<file path="src/rtl/mpcfg_pkg.sv">
package mpcfg_pkg;
  typedef enum logic [1:0] {
    ST_IDLE  = 2'd0,
    ST_FETCH = 2'd1,
    ST_SHIFT = 2'd2,
    ST_DONE  = 2'd3
  } rd_state_e;
endpackage

</file>
<file path="src/rtl/cfg_clk_gen.sv">
module cfg_clk_gen #(
  parameter int CLK_DIV = 4
) (
  input  logic clk,
  input  logic rst_n,
  input  logic run,
  output logic cfg_clk,
  output logic period_end
);
  localparam int PW = (CLK_DIV > 2) ? $clog2(CLK_DIV) : 1;
  localparam logic [PW-1:0] LAST_PH = PW'(CLK_DIV - 1);
  localparam logic [PW-1:0] HIGH_PH = PW'(CLK_DIV / 2);

  logic [PW-1:0] phase_q;

  always_ff @(posedge clk or negedge rst_n) begin
    if (!rst_n) begin
      phase_q <= '0;
    end else if (!run || phase_q == LAST_PH) begin
      phase_q <= '0;
    end else begin
      phase_q <= phase_q + 1'b1;
    end
  end

  assign cfg_clk    = run && (phase_q >= HIGH_PH);
  assign period_end = run && (phase_q == LAST_PH);
endmodule

</file>
<file path="src/rtl/prom_addr_ctr.sv">
module prom_addr_ctr #(
  parameter int ADDR_W = 18
) (
  input  logic              clk,
  input  logic              rst_n,
  input  logic              load,
  input  logic              down,
  input  logic              step,
  output logic [ADDR_W-1:0] addr
);
  logic dir_q;

  always_ff @(posedge clk or negedge rst_n) begin
    if (!rst_n) begin
      addr  <= '0;
      dir_q <= 1'b0;
    end else if (load) begin
      dir_q <= down;
      addr  <= down ? '1 : '0;
    end else if (step) begin
      addr  <= dir_q ? addr - 1'b1 : addr + 1'b1;
    end
  end
endmodule

</file>
<file path="src/rtl/byte_serializer.sv">
module byte_serializer #(
  parameter int DATA_W = 8
) (
  input  logic              clk,
  input  logic              rst_n,
  input  logic              load,
  input  logic              shift,
  input  logic [DATA_W-1:0] din,
  output logic              bit_out,
  output logic              last_bit
);
  localparam int BW = (DATA_W > 2) ? $clog2(DATA_W) : 1;
  localparam logic [BW-1:0] FINAL_BIT = BW'(DATA_W - 1);

  logic [DATA_W-1:0] shreg_q;
  logic [BW-1:0]     bcnt_q;

  always_ff @(posedge clk or negedge rst_n) begin
    if (!rst_n) begin
      shreg_q <= '0;
      bcnt_q  <= '0;
    end else if (load) begin
      shreg_q <= din;
      bcnt_q  <= '0;
    end else if (shift) begin
      shreg_q <= {shreg_q[DATA_W-2:0], 1'b0};
      bcnt_q  <= bcnt_q + 1'b1;
    end
  end

  assign bit_out  = shreg_q[DATA_W-1];
  assign last_bit = (bcnt_q == FINAL_BIT);
endmodule

</file>
<file path="src/rtl/prom_byte_cfg_reader.sv">
module prom_byte_cfg_reader
  import mpcfg_pkg::*;
#(
  parameter int ADDR_W     = 18,
  parameter int DATA_W     = 8,
  parameter int CLK_DIV    = 4,
  parameter int BYTE_COUNT = 32768
) (
  input  logic              clk,
  input  logic              rst_n,
  input  logic              start,
  input  logic              dir_down,
  output logic [ADDR_W-1:0] prom_addr,
  input  logic [DATA_W-1:0] prom_data,
  output logic              cfg_clk,
  output logic              cfg_dout,
  output logic              done
);
  localparam int CW = $clog2(BYTE_COUNT + 1);
  localparam logic [CW-1:0] FINAL_CNT = CW'(BYTE_COUNT);

  rd_state_e     state_q, state_d;
  logic [CW-1:0] bytes_q;
  logic busy, run, period_end, last_bit, ser_bit;
  logic addr_load, take_byte, ser_shift, final_byte;

  assign busy       = (state_q == ST_FETCH) || (state_q == ST_SHIFT);
  assign run        = (state_q == ST_SHIFT);
  assign final_byte = (bytes_q == FINAL_CNT);
  assign addr_load  = start && !busy;
  assign take_byte  = (state_q == ST_FETCH) ||
                      (run && period_end && last_bit && !final_byte);
  assign ser_shift  = run && period_end && !last_bit;

  always_comb begin
    state_d = state_q;
    case (state_q)
      ST_IDLE, ST_DONE: if (start) state_d = ST_FETCH;
      ST_FETCH:         state_d = ST_SHIFT;
      ST_SHIFT:         if (period_end && last_bit && final_byte) state_d = ST_DONE;
      default:          state_d = ST_IDLE;
    endcase
  end

  always_ff @(posedge clk or negedge rst_n) begin
    if (!rst_n) begin
      state_q <= ST_IDLE;
      bytes_q <= '0;
    end else begin
      state_q <= state_d;
      if (addr_load)      bytes_q <= '0;
      else if (take_byte) bytes_q <= bytes_q + 1'b1;
    end
  end

  cfg_clk_gen #(.CLK_DIV(CLK_DIV)) u_clkgen (
    .clk        (clk),
    .rst_n      (rst_n),
    .run        (run),
    .cfg_clk    (cfg_clk),
    .period_end (period_end)
  );

  prom_addr_ctr #(.ADDR_W(ADDR_W)) u_addr (
    .clk   (clk),
    .rst_n (rst_n),
    .load  (addr_load),
    .down  (dir_down),
    .step  (take_byte),
    .addr  (prom_addr)
  );

  byte_serializer #(.DATA_W(DATA_W)) u_ser (
    .clk      (clk),
    .rst_n    (rst_n),
    .load     (take_byte),
    .shift    (ser_shift),
    .din      (prom_data),
    .bit_out  (ser_bit),
    .last_bit (last_bit)
  );

  assign cfg_dout = run && ser_bit;
  assign done     = (state_q == ST_DONE);
endmodule

</file>
<file path="config.mk">
export PLATFORM = sky130hd
export DESIGN_NAME = prom_byte_cfg_reader
export DESIGN_NICKNAME = d
export VERILOG_FILES = /design/src/rtl/mpcfg_pkg.sv /design/src/rtl/cfg_clk_gen.sv /design/src/rtl/prom_addr_ctr.sv /design/src/rtl/byte_serializer.sv /design/src/rtl/prom_byte_cfg_reader.sv
export SDC_FILE = /design/constraint.sdc
export NUM_CORES = 1
export LEC_CHECK = 0
export BUFFER_PORTS_ARGS = -buffer_cell sky130_fd_sc_hd__buf_4
export CORE_UTILIZATION = 50
export CTS_CLUSTER_DIAMETER = 100
export CTS_CLUSTER_SIZE = 40
export DETAILED_ROUTE_END_ITERATION = 10
export PLACE_DENSITY = 0.67
export SYNTH_ARGS = -nofsm -noshare
export SYNTH_HDL_FRONTEND = slang
export SYNTH_SLANG_ARGS = --single-unit
</file>
<file path="constraint.sdc">
create_clock -name clk -period 4.8 [get_ports clk]
set_input_delay 0.72 -clock clk [delete_from_list [all_inputs] [get_ports clk]]
set_output_delay 0.72 -clock clk [all_outputs]
set_load 0.02 [all_outputs]
</file>
**Word level (Yosys, flattened, before mapping)**

Cells that the tools add are included.

- $add $sub $neg: 5
- $mul: 0
- Div/mod/pow operators: 0
- $lt $le $gt $ge: 1
- Eq/ne operators: 8
- Shift operators: 0
- Muxes and demuxes: 14
- Bitwise logic cells: 0
- Reductions and logical operators: 22

Operators with widths:

| cell | number |
|---|---|
| $mux 18 | 4 |
| $mux 16 | 2 |
| $add 18x1->18 const B | 1 |
| $sub 18x1->18 const B | 1 |
| $add 16x1->16 const B | 1 |
| $eq 16x16->1 const B | 1 |
| $mux 8 | 2 |
| $logic_and 1x1->1 | 10 |
| $eq 2x2->1 const B | 3 |
| $mux 2 | 3 |
| $mux 3 | 2 |
| $pmux 2 s3 | 1 |
| $logic_not 1->1 | 4 |
| $reduce_bool 2->1 | 2 |
| $add 3x1->3 const B | 1 |
| $eq 3x3->1 const B | 1 |
| $logic_or 1x1->1 | 3 |
| $add 2x1->2 const B | 1 |
| $eq 2x1->1 const B | 1 |
| $ge 2x2->1 const B | 1 |
| $logic_not 2->1 | 1 |
| $ne 2x1->1 const B | 1 |
| $ne 2x2->1 const B | 1 |
| $reduce_and 2->1 | 1 |
| $reduce_or 2->1 | 1 |

- Flip-flop bits (word level): 50
- Latch bits: 0
- Bits in writable memories: 0
- Memory bits (read-only): 0
- Memories kept: 0

**Longest topological paths before layout**

Gate-level depths: netlist (run 1).

- Depth in word-level cells: 8
- Gate-level depth with buffers: 10
- Gate-level depth less buffers: 9

**By module**

A second synthesis (run 1) with hierarchy kept.

- Cells, all modules: 363
- Area total of the unflattened synthesis: 3430.8 um2

By module, submodules not included:

| module | times used | cells each | area an instance (um2) |
|---|---|---|---|
| prom_addr_ctr | 1 | 181 | 1626.6 |
| prom_byte_cfg_reader | 1 | 130 | 1198.6 |
| byte_serializer | 1 | 45 | 508.0 |
| cfg_clk_gen | 1 | 7 | 97.6 |

**Worst setup path after synthesis (run 1)**

OpenSTA, ideal clock, no wires.

- Path type: flip-flop to flip-flop
- Start: reg u_addr.dir_q
- End: reg u_addr.addr[14]
- Setup time: 104 ps
- Arrival time: 2417 ps
- Data required time: 4696 ps
- Slack: 2279 ps
- Stages on the path, launching flop included: 9
- Buffers on the path: 0
- Clock period less this slack: 2521 ps
- Cell sequence: dfrtp_1 fa_1 a211oi_1 o211ai_1 a31oi_1 o21bai_1 a21oi_1 xor2_1 a221oi_1

- Word-level cells in the longest chain between the ends: 3

Ends and longest elaborated chain:

| item | RTL line | source |
|---|---|---|
| start: declaration | prom_addr_ctr.sv:11 | `logic dir_q;` |
| start signal: assignment | prom_addr_ctr.sv:18 | `dir_q <= down;` |
| $mux 18 | prom_addr_ctr.sv:21 | `addr <= dir_q ? addr - 1'b1 : addr + 1'b1;` |
| $mux 18 | prom_addr_ctr.sv:20 | `end else if (step) begin` |
| $mux 18 | prom_addr_ctr.sv:17 | `end else if (load) begin` |
| end signal: assignment | prom_addr_ctr.sv:19 | `addr <= down ? '1 : '0;` |
| end signal: assignment | prom_addr_ctr.sv:21 |  |
| end: declaration | prom_addr_ctr.sv:9 | `output logic [ADDR_W-1:0] addr` |

Every way passes these cells. The select of a mux whose other input is x is not followed.
A chain may end at the register's enable or synchronous reset.

**Worst setup path in the final report (run 1)**

Same ends and word-level chain as after synthesis.

==> run_summary.xml, run 1 <==
<?xml version="1.0" encoding="UTF-8"?>
<metrics>
  <group name="outcome">
    <metric name="status" unit="">complete, no violations</metric>
  </group>
  <group name="die">
    <metric name="floorplan.die_area" unit="um^2">6620</metric>
    <metric name="placeableCoreArea" unit="um^2">5990</metric>
    <metric name="start_util" unit="%">52.5</metric>
    <metric name="floorplan.io_pins" unit="">33</metric>
    <metric name="core.rowCount" unit="">28</metric>
    <metric name="die_width" unit="um">81.3</metric>
    <metric name="die_height" unit="um">81.3</metric>
  </group>
  <group name="finish">
    <metric name="drive_above_1_share" unit="%">13.6</metric>
    <metric name="antenna_cells" unit="">0</metric>
    <metric name="area_growth" unit="%">12.4</metric>
    <metric name="final_nets" unit="">413</metric>
  </group>
  <group name="timing">
    <metric name="max_slew_margin" unit="%">29.5</metric>
    <metric name="worst_pin_slew" unit="ns">1.05</metric>
    <metric name="fin_tns_setup" unit="ns">0</metric>
    <metric name="grt_setup_unrepaired" unit="">false</metric>
    <metric name="setup_violations" unit="">0</metric>
    <metric name="maxSlewViolCount" unit="">0</metric>
    <metric name="max_clock_freq" unit="GHz">0.341</metric>
    <metric name="hold_violations" unit="">0</metric>
    <metric name="final.min_clock_period" unit="ns">2.93</metric>
    <metric name="finalCritPeriodShare" unit="%">61.0</metric>
    <metric name="timing.clock.skew" unit="ns">0.00937</metric>
  </group>
  <group name="cts">
    <metric name="clk-insertion-delay-late" unit="ns">0.30</metric>
    <metric name="cts_buffer_depth" unit="">2</metric>
    <metric name="cts_setup_buffers" unit="">0</metric>
    <metric name="clock-sinks" unit="">50</metric>
    <metric name="h-tree-depth" unit="">2</metric>
    <metric name="cts_made_buffers" unit="">5</metric>
    <metric name="postCtsHoldBufs" unit="">0</metric>
    <metric name="post_cts_resized" unit="">0</metric>
    <metric name="worst_setup_hold_path_clk_slew" unit="ns">0.09</metric>
    <metric name="cts_tree" unit="">done</metric>
    <metric name="cts_root_buf" unit="">sky130_fd_sc_hd__clkbuf_8</metric>
  </group>
  <group name="job">
    <metric name="drv_cap" unit="">0</metric>
  </group>
  <group name="route">
    <metric name="drt_first_pass_iters" unit="">4</metric>
    <metric name="wl_per_cell" unit="um">14.3</metric>
    <metric name="routed_wl" unit="mm">6.42</metric>
    <metric name="viasPerCell" unit="">5.70</metric>
    <metric name="dr_total_vias" unit="">2564</metric>
    <metric name="remaining_drc_errors" unit="">0</metric>
    <metric name="drt_first_iter_violations" unit="">144</metric>
    <metric name="postRouteAntennaNets" unit="">0</metric>
  </group>
  <group name="global_route">
    <metric name="grt_usage" unit="%">22.0</metric>
    <metric name="overflow" unit="">0</metric>
    <metric name="grt_start_max_net_pins" unit="">51</metric>
    <metric name="antenna_violations_before_repair" unit="">0</metric>
    <metric name="grt_pass1_vias" unit="">2370</metric>
    <metric name="first_pass_grt_wire_length" unit="mm">11.2</metric>
  </group>
  <group name="logic_synthesis">
    <metric name="synth_top_family_by_area" unit="">compound AO/OA/AOI/OAI gates</metric>
    <metric name="yosys_warnings" unit="">0</metric>
    <metric name="synth_compound_gate_area_share" unit="%">19.9</metric>
    <metric name="count_of_cell_types_in_the_netlist" unit="">47</metric>
    <metric name="avgSynthCellArea" unit="um^2">9.15</metric>
    <metric name="number_of_nets_produced_by_synthesis" unit="">382</metric>
    <metric name="synth-xor-area-share" unit="%">7.51</metric>
    <metric name="syn_area" unit="um^2">3150</metric>
    <metric name="synth-seq-cells" unit="">50</metric>
    <metric name="syn-instance-count" unit="">344</metric>
    <metric name="synthSimpleGateAreaFrac" unit="%">16.2</metric>
    <metric name="yosysSeqAreaShare" unit="%">39.7</metric>
    <metric name="synth_top_cells_by_area" unit="">sky130_fd_sc_hd__dfrtp_1 40%, sky130_fd_sc_hd__ha_1 9.9%, sky130_fd_sc_hd__a21oi_1 4.9%</metric>
    <metric name="synth_top_area_cell" unit="">sky130_fd_sc_hd__dfrtp_1</metric>
    <metric name="synth.top_cell.area_share" unit="%">39.7</metric>
    <metric name="post_synth_fa_ha_maj_area_fraction" unit="%">10.6</metric>
    <metric name="synth.mux.area_fraction" unit="%">2.86</metric>
  </group>
  <group name="setup_path">
    <metric name="arrival" unit="ns">3.13</metric>
    <metric name="worst_r2r_path_depth" unit="">8</metric>
    <metric name="timing.rr.start" unit="">u_addr.dir_q</metric>
    <metric name="crit_type" unit="">flop to flop</metric>
    <metric name="timing.critical_path.from_type" unit="">flop</metric>
    <metric name="ff2ff_setup_slack" unit="ns">1.87</metric>
    <metric name="r2r-end" unit="">u_addr.addr[14]</metric>
    <metric name="cp_data_required_time" unit="ns">5.00</metric>
    <metric name="critPathSlowestCell" unit="">sky130_fd_sc_hd__dfrtp_1</metric>
    <metric name="endpoint_kind" unit="">flop</metric>
    <metric name="cp_cell_sequence" unit="">fa_1, a211oi_1, o211ai_1, a31oi_1, o21bai_1, a21oi_1, xor2_1, a221oi_1</metric>
    <metric name="timing.critical_path.fanout_max" unit="">21</metric>
    <metric name="cp_slowest_stage_delay" unit="ns">0.70</metric>
  </group>
  <group name="min_path">
    <metric name="worstHoldPathType" unit="">input port to async pin</metric>
  </group>
  <group name="power">
    <metric name="total_power" unit="uW">681</metric>
    <metric name="power.density" unit="nW/um^2">193</metric>
    <metric name="max-vdd-ir-drop" unit="uV">140</metric>
    <metric name="static-leakage-power" unit="uW">0.00162</metric>
  </group>
  <group name="placement">
    <metric name="detailed_place_hpwl" unit="mm">4.42</metric>
    <metric name="portBuffers" unit="">32</metric>
    <metric name="finalWeightedCongestion" unit="">0.889</metric>
  </group>
</metrics>
## worst max path at each step
stage,start,cells after the start,slack [ns],end
3_3_place_gp,u_addr.dir_q,8,1.95,u_addr.addr[14]
2_1_floorplan,u_addr.dir_q,8,2.28,u_addr.addr[14]
4_1_cts,u_addr.dir_q,8,1.89,u_addr.addr[14]
5_1_grt,u_addr.dir_q,8,1.66,u_addr.addr[14]
6_report,u_addr.dir_q,8,1.87,u_addr.addr[14]
3_5_place_dp,u_addr.dir_q,8,1.91,u_addr.addr[14]
## cells in the mapped netlist (all sizes together)
cell	instances
mux2i	9
nand2b	2
nand4	2
o211ai	2
a21oi	31
a21o	4
xnor2	15
dfrtp	50
o2111ai	1
a211o	1
a41o	1
nor4b	2
and2	4
a31oi	5
ha	25
a311oi	1
buf	6
a221oi	2
a211oi	8
o41ai	1
fa	1
nor3	5
nand2	36
or2	1
or3	3
o21ai	32
and3	4
nor2	37
nand3	12
a21boi	2
clkbuf	5
nand3b	1
a41oi	1
inv	13
nor4	1
o21bai	2
o21a	2
xor2	12
o2111a	1
and4	1
## per-stage QoR
| step | worst slack (ns) | area [um^2] | utilization, % | hold slack, ns | instances |
|---|---|---|---|---|---|
| after floorplan | 2.28 | 3150 | - | 0.424 | 344 |
| after detailed placement | 1.91 | 3450 | 57.6 | 0.455 | 443 |
| after global routing | 1.66 | 3540 | 59.0 | 0.485 | 450 |
| after CTS | 1.89 | 3540 | 59.0 | 0.454 | 450 |
| final | 1.87 | 3540 | 59.0 | 0.409 | 450 |
| after global placement | 1.95 | 3450 | 57.6 | 0.446 | 443 |
## critical path, delay by kind of cell, from the launching register on
| family | cells | cell delay, ns |
|---|---|---|
| AOI/OAI and AO/OA | 6 | 1.47 |
| DFF | 1 | 0.70 |
| adders and majority gates | 1 | 0.58 |
| xor gates and xnor gates | 1 | 0.08 |
## per-layer routing
layer	global-route usage (%)	wire length, um	vias to the layer above
li1	-	-	1282
met2	35.8	3080	33
met3	3.48	159	9
met4	4.64	69	0
met1	30.6	3110	1240
met5	0	0	-
## kinds of logic (layout without fill, tap and decap cells)
logic type	Yosys count	count (layout)
buffers and inverters	24	55
AOI/OAI and AO/OA	97	97
muxes	9	9
DFF	50	50
and+or+nand+nor	111	111
adders and majority gates	26	26
xor gates and xnor gates	27	27
## where the power goes
part           internal (uW)  switching [uW]
Sequential               423           0.865
Clock                   99.8             140
Combinational           7.49            10.8
Total                    530             151
## layout make-up
class	count	area (um^2)
clock buffers	5	68.8
inverters	13	48.8
well taps	75	93.8
flip-flops and latches	50	1250
fillers	542	2450
multi-input cells	270	1800
clock inverters	2	15.0
repair buffers	35	263
## placed cells by master, fill, tap and decap left out, types with 3 or more instances in the layout
cell type                  count
sky130_fd_sc_hd__a211oi_1      8
sky130_fd_sc_hd__a21o_1        4
sky130_fd_sc_hd__a21oi_1      31
sky130_fd_sc_hd__a31oi_1       5
sky130_fd_sc_hd__and2_1        4
sky130_fd_sc_hd__and3_1        4
sky130_fd_sc_hd__buf_4        35
sky130_fd_sc_hd__clkbuf_8      5
sky130_fd_sc_hd__dfrtp_1      50
sky130_fd_sc_hd__ha_1         25
sky130_fd_sc_hd__inv_1        13
sky130_fd_sc_hd__mux2i_1       9
sky130_fd_sc_hd__nand2_1      36
sky130_fd_sc_hd__nand3_1      11
sky130_fd_sc_hd__nor2_1       37
sky130_fd_sc_hd__nor3_1        5
sky130_fd_sc_hd__o21ai_0      30
sky130_fd_sc_hd__or3_1         3
sky130_fd_sc_hd__xnor2_1      15
sky130_fd_sc_hd__xor2_1       12
## state kept, by name (all words and copies together) (netlist names)
name and count:
bytes_q 16, state_q 2, u_addr.addr 18, u_addr.dir_q 1, u_clkgen.phase_q 2, u_ser.bcnt_q 3
u_ser.shreg_q 8
No activity file was read; power rests on OpenSTA's default activity.
==> run 2, diff against run 1 <==
Settings changed: PLACE_DENSITY 0.67 to 0.7.
Clock period 4.8 ns to 2.4 ns, I/O delays scaled along.
==> run_summary.xml, run 2 (synthesis results as in run 1) <==
<?xml version="1.0" encoding="UTF-8"?>
<metrics>
  <group name="route">
    <metric name="met3RoutedLength" unit="um">189</metric>
    <metric name="drt_first_iter_violations" unit="">106</metric>
    <metric name="routed_wl" unit="mm">6.78</metric>
    <metric name="dr_total_vias" unit="">2639</metric>
    <metric name="remaining_drc_errors" unit="">0</metric>
    <metric name="postRouteAntennaNets" unit="">0</metric>
    <metric name="met2_wirelength_from_detailed_routing" unit="mm">3.37</metric>
    <metric name="viasPerCell" unit="">5.60</metric>
    <metric name="drt-met1-wl" unit="mm">3.16</metric>
    <metric name="highest-signal-layer" unit="">met4</metric>
    <metric name="wl_per_cell" unit="um">14.4</metric>
    <metric name="drt_first_pass_iters" unit="">4</metric>
  </group>
  <group name="timing">
    <metric name="maxSlewViolCount" unit="">0</metric>
    <metric name="grt_setup_unrepaired" unit="">true</metric>
    <metric name="finalCritPeriodShare" unit="%">96.5</metric>
    <metric name="worst_pin_slew" unit="ns">0.639</metric>
    <metric name="final.min_clock_period" unit="ns">2.32</metric>
    <metric name="max_slew_margin" unit="%">57.4</metric>
    <metric name="max_clock_freq" unit="GHz">0.432</metric>
    <metric name="timing.clock.skew" unit="ns">0.00690</metric>
    <metric name="finalWorstSetupSlack" unit="ns">0.0832</metric>
    <metric name="hold_violations" unit="">0</metric>
    <metric name="setup_violations" unit="">0</metric>
  </group>
  <group name="setup_path">
    <metric name="critPathSlowestCell" unit="">sky130_fd_sc_hd__dfrtp_2</metric>
    <metric name="endpoint_kind" unit="">flop</metric>
    <metric name="cp_cell_sequence" unit="">buf_4, fa_2, a211oi_4, o211ai_1, a31oi_1, o21bai_1, a21oi_1, xor2_1, a221oi_2</metric>
    <metric name="crit_type" unit="">flop to flop</metric>
    <metric name="cp_data_required_time" unit="ns">2.61</metric>
    <metric name="cp_slowest_stage_delay" unit="ns">0.46</metric>
    <metric name="ff2ff_setup_slack" unit="ns">0.08</metric>
    <metric name="timing.rr.start" unit="">u_addr.dir_q</metric>
    <metric name="timing.critical_path.fanout_max" unit="">7</metric>
    <metric name="worst_r2r_path_depth" unit="">9</metric>
    <metric name="r2r-end" unit="">u_addr.addr[14]</metric>
    <metric name="arrival" unit="ns">2.53</metric>
    <metric name="timing.critical_path.from_type" unit="">flop</metric>
  </group>
  <group name="die">
    <metric name="start_util" unit="%">52.5</metric>
    <metric name="die_height" unit="um">81.3</metric>
    <metric name="floorplan.die_area" unit="um^2">6620</metric>
    <metric name="die_width" unit="um">81.3</metric>
    <metric name="floorplan.io_pins" unit="">33</metric>
    <metric name="placeableCoreArea" unit="um^2">5990</metric>
    <metric name="core.rowCount" unit="">28</metric>
  </group>
  <group name="finish">
    <metric name="drive_above_1_share" unit="%">21.7</metric>
    <metric name="most-common-layout-cells" unit="">56 x sky130_fd_sc_hd__buf_4, 49 x sky130_fd_sc_hd__dfrtp_1, 37 x sky130_fd_sc_hd__nor2_1</metric>
    <metric name="top_regs" unit="">u_addr.addr: 18 flops, bytes_q: 16 flops, u_ser.shreg_q: 8 flops</metric>
    <metric name="max_flop_register" unit="">u_addr.addr</metric>
    <metric name="antenna_cells" unit="">0</metric>
    <metric name="final_common_cell" unit="">sky130_fd_sc_hd__buf_4</metric>
    <metric name="area_growth" unit="%">20.9</metric>
    <metric name="final_nets" unit="">434</metric>
    <metric name="largest_reg_flops" unit="">18</metric>
  </group>
  <group name="power">
    <metric name="clk_pwr_share" unit="%">35.6</metric>
    <metric name="total_power" unit="uW">1370</metric>
    <metric name="static-leakage-power" unit="uW">0.00173</metric>
    <metric name="power.density" unit="nW/um^2">361</metric>
    <metric name="comb_power_share" unit="%">2.7</metric>
    <metric name="power.internal" unit="uW">1060</metric>
    <metric name="netSwitchingFraction" unit="%">22.8</metric>
    <metric name="net-switching-power" unit="uW">312</metric>
    <metric name="sequential_power_share" unit="%">61.7</metric>
    <metric name="max-vdd-ir-drop" unit="uV">223</metric>
  </group>
  <group name="cts">
    <metric name="postCtsHoldBufs" unit="">0</metric>
    <metric name="cts_tree" unit="">done</metric>
    <metric name="h-tree-depth" unit="">2</metric>
    <metric name="clock-sinks" unit="">50</metric>
    <metric name="clk-insertion-delay-late" unit="ns">0.31</metric>
    <metric name="cts_root_buf" unit="">sky130_fd_sc_hd__clkbuf_8</metric>
    <metric name="cts_buffer_depth" unit="">2</metric>
    <metric name="worst_setup_hold_path_clk_slew" unit="ns">0.09</metric>
    <metric name="cts_made_buffers" unit="">5</metric>
  </group>
  <group name="global_route">
    <metric name="overflow" unit="">0</metric>
    <metric name="grt_pass1_vias" unit="">2494</metric>
    <metric name="antenna_violations_before_repair" unit="">0</metric>
    <metric name="first_pass_grt_wire_length" unit="mm">11.3</metric>
    <metric name="grt_usage" unit="%">21.9</metric>
    <metric name="grt_start_max_net_pins" unit="">51</metric>
  </group>
  <group name="placement">
    <metric name="setup_slack_after_placement" unit="ns">-0.0452</metric>
    <metric name="finalWeightedCongestion" unit="">0.876</metric>
    <metric name="portBuffers" unit="">32</metric>
    <metric name="detailed_place_hpwl" unit="mm">4.77</metric>
  </group>
  <group name="outcome">
    <metric name="status" unit="">complete, no violations</metric>
  </group>
  <group name="job">
    <metric name="drv_cap" unit="">0</metric>
  </group>
  <group name="min_path">
    <metric name="worstHoldPathType" unit="">input port to async pin</metric>
  </group>
</metrics>
-- run 2: cell types whose count changed in the layout (fill, tap and decap cells not counted), moves of 2 or more --
cell	previous run	this run
sky130_fd_sc_hd__a211oi_1	8	5
sky130_fd_sc_hd__o21ai_0	30	25
sky130_fd_sc_hd__ha_1	25	21
sky130_fd_sc_hd__buf_4	35	56
sky130_fd_sc_hd__ha_4	0	4
sky130_fd_sc_hd__o21ai_1	1	5
sky130_fd_sc_hd__a221oi_2	0	2
sky130_fd_sc_hd__a211oi_2	0	2
sky130_fd_sc_hd__a221oi_1	2	0
-- run 2: worst max path at each step --
stage | startpoint | end | slack, ns
finish | u_addr.dir_q | u_addr.addr[14] | 0.08
global route | u_addr.dir_q | u_addr.addr[14] | -0.02
CTS | u_addr.dir_q | u_addr.addr[14] | -0.03
detailed placement | u_addr.dir_q | u_addr.addr[14] | -0.05
global placement | u_addr.dir_q | u_addr.addr[14] | 0.07
floorplan | u_addr.addr[0] | u_addr.addr[14] | 0.04
-- run 2: worst max-delay path: cells and delay by family (launching register included) --
family	cells	cell delay [ns]
flip-flops	1	0.46
XOR/XNOR	1	0.10
adder cells (fa/ha/maj)	1	0.36
AO/OA/AOI/OAI	6	1.13
buffers and inverters	1	0.16
-- run 2: power groups by stage --
| stage | clock network (uW) | logic [uW] | registers (uW) |
|---|---|---|---|
| global route | 536 | 42.8 | 847 |
| floorplan | 0 | 5.18 | 863 |
| detailed placement | 0 | 38.9 | 863 |
| CTS | 503 | 39.1 | 847 |
| global placement | 0 | 38.4 | 863 |
| finish | 488 | 36.9 | 847 |
-- run 2: final cells by class --
class / instances / area, um^2
well taps: 75 / 93.8
repair buffers: 56 / 420
fillers: 511 / 2190
multi-input cells: 270 / 1910
flip-flops and latches: 50 / 1250
clock inverters: 2 / 15.0
clock buffers: 5 / 68.8
inverters: 13 / 48.8
-- run 2: metal layers --
metal | up-vias | track usage [%]
li1 | 1322 | -
met1 | 1275 | 28.4
met2 | 37 | 38.2
met3 | 5 | 3.48
met4 | 0 | 4.82
met5 | - | 0
-- run 2: repair_timing --
| action | 4_1_cts | 5_1_grt |
|---|---|---|
| gates resized for setup | 1 | 20 |
| endpoints found under the setup margin | 1 | 5 |
| cloned | 0 | 0 |
| setup buffers | 1 | 6 |
| pin swaps | 1 | 14 |
-- run 2: metrics by stage --
step,hold slack [ns],TNS (ns),util (%),std cells,area (um^2)
2_1_floorplan,0.0644,0,-,344,3150
3_3_place_gp,0.431,0,59.5,457,3560
3_5_place_dp,0.438,-0.0452,59.5,457,3560
4_1_cts,0.100,-0.0268,61.0,465,3660
5_1_grt,0.120,-0.0308,63.5,471,3800
6_report,0.0657,0,63.5,471,3800
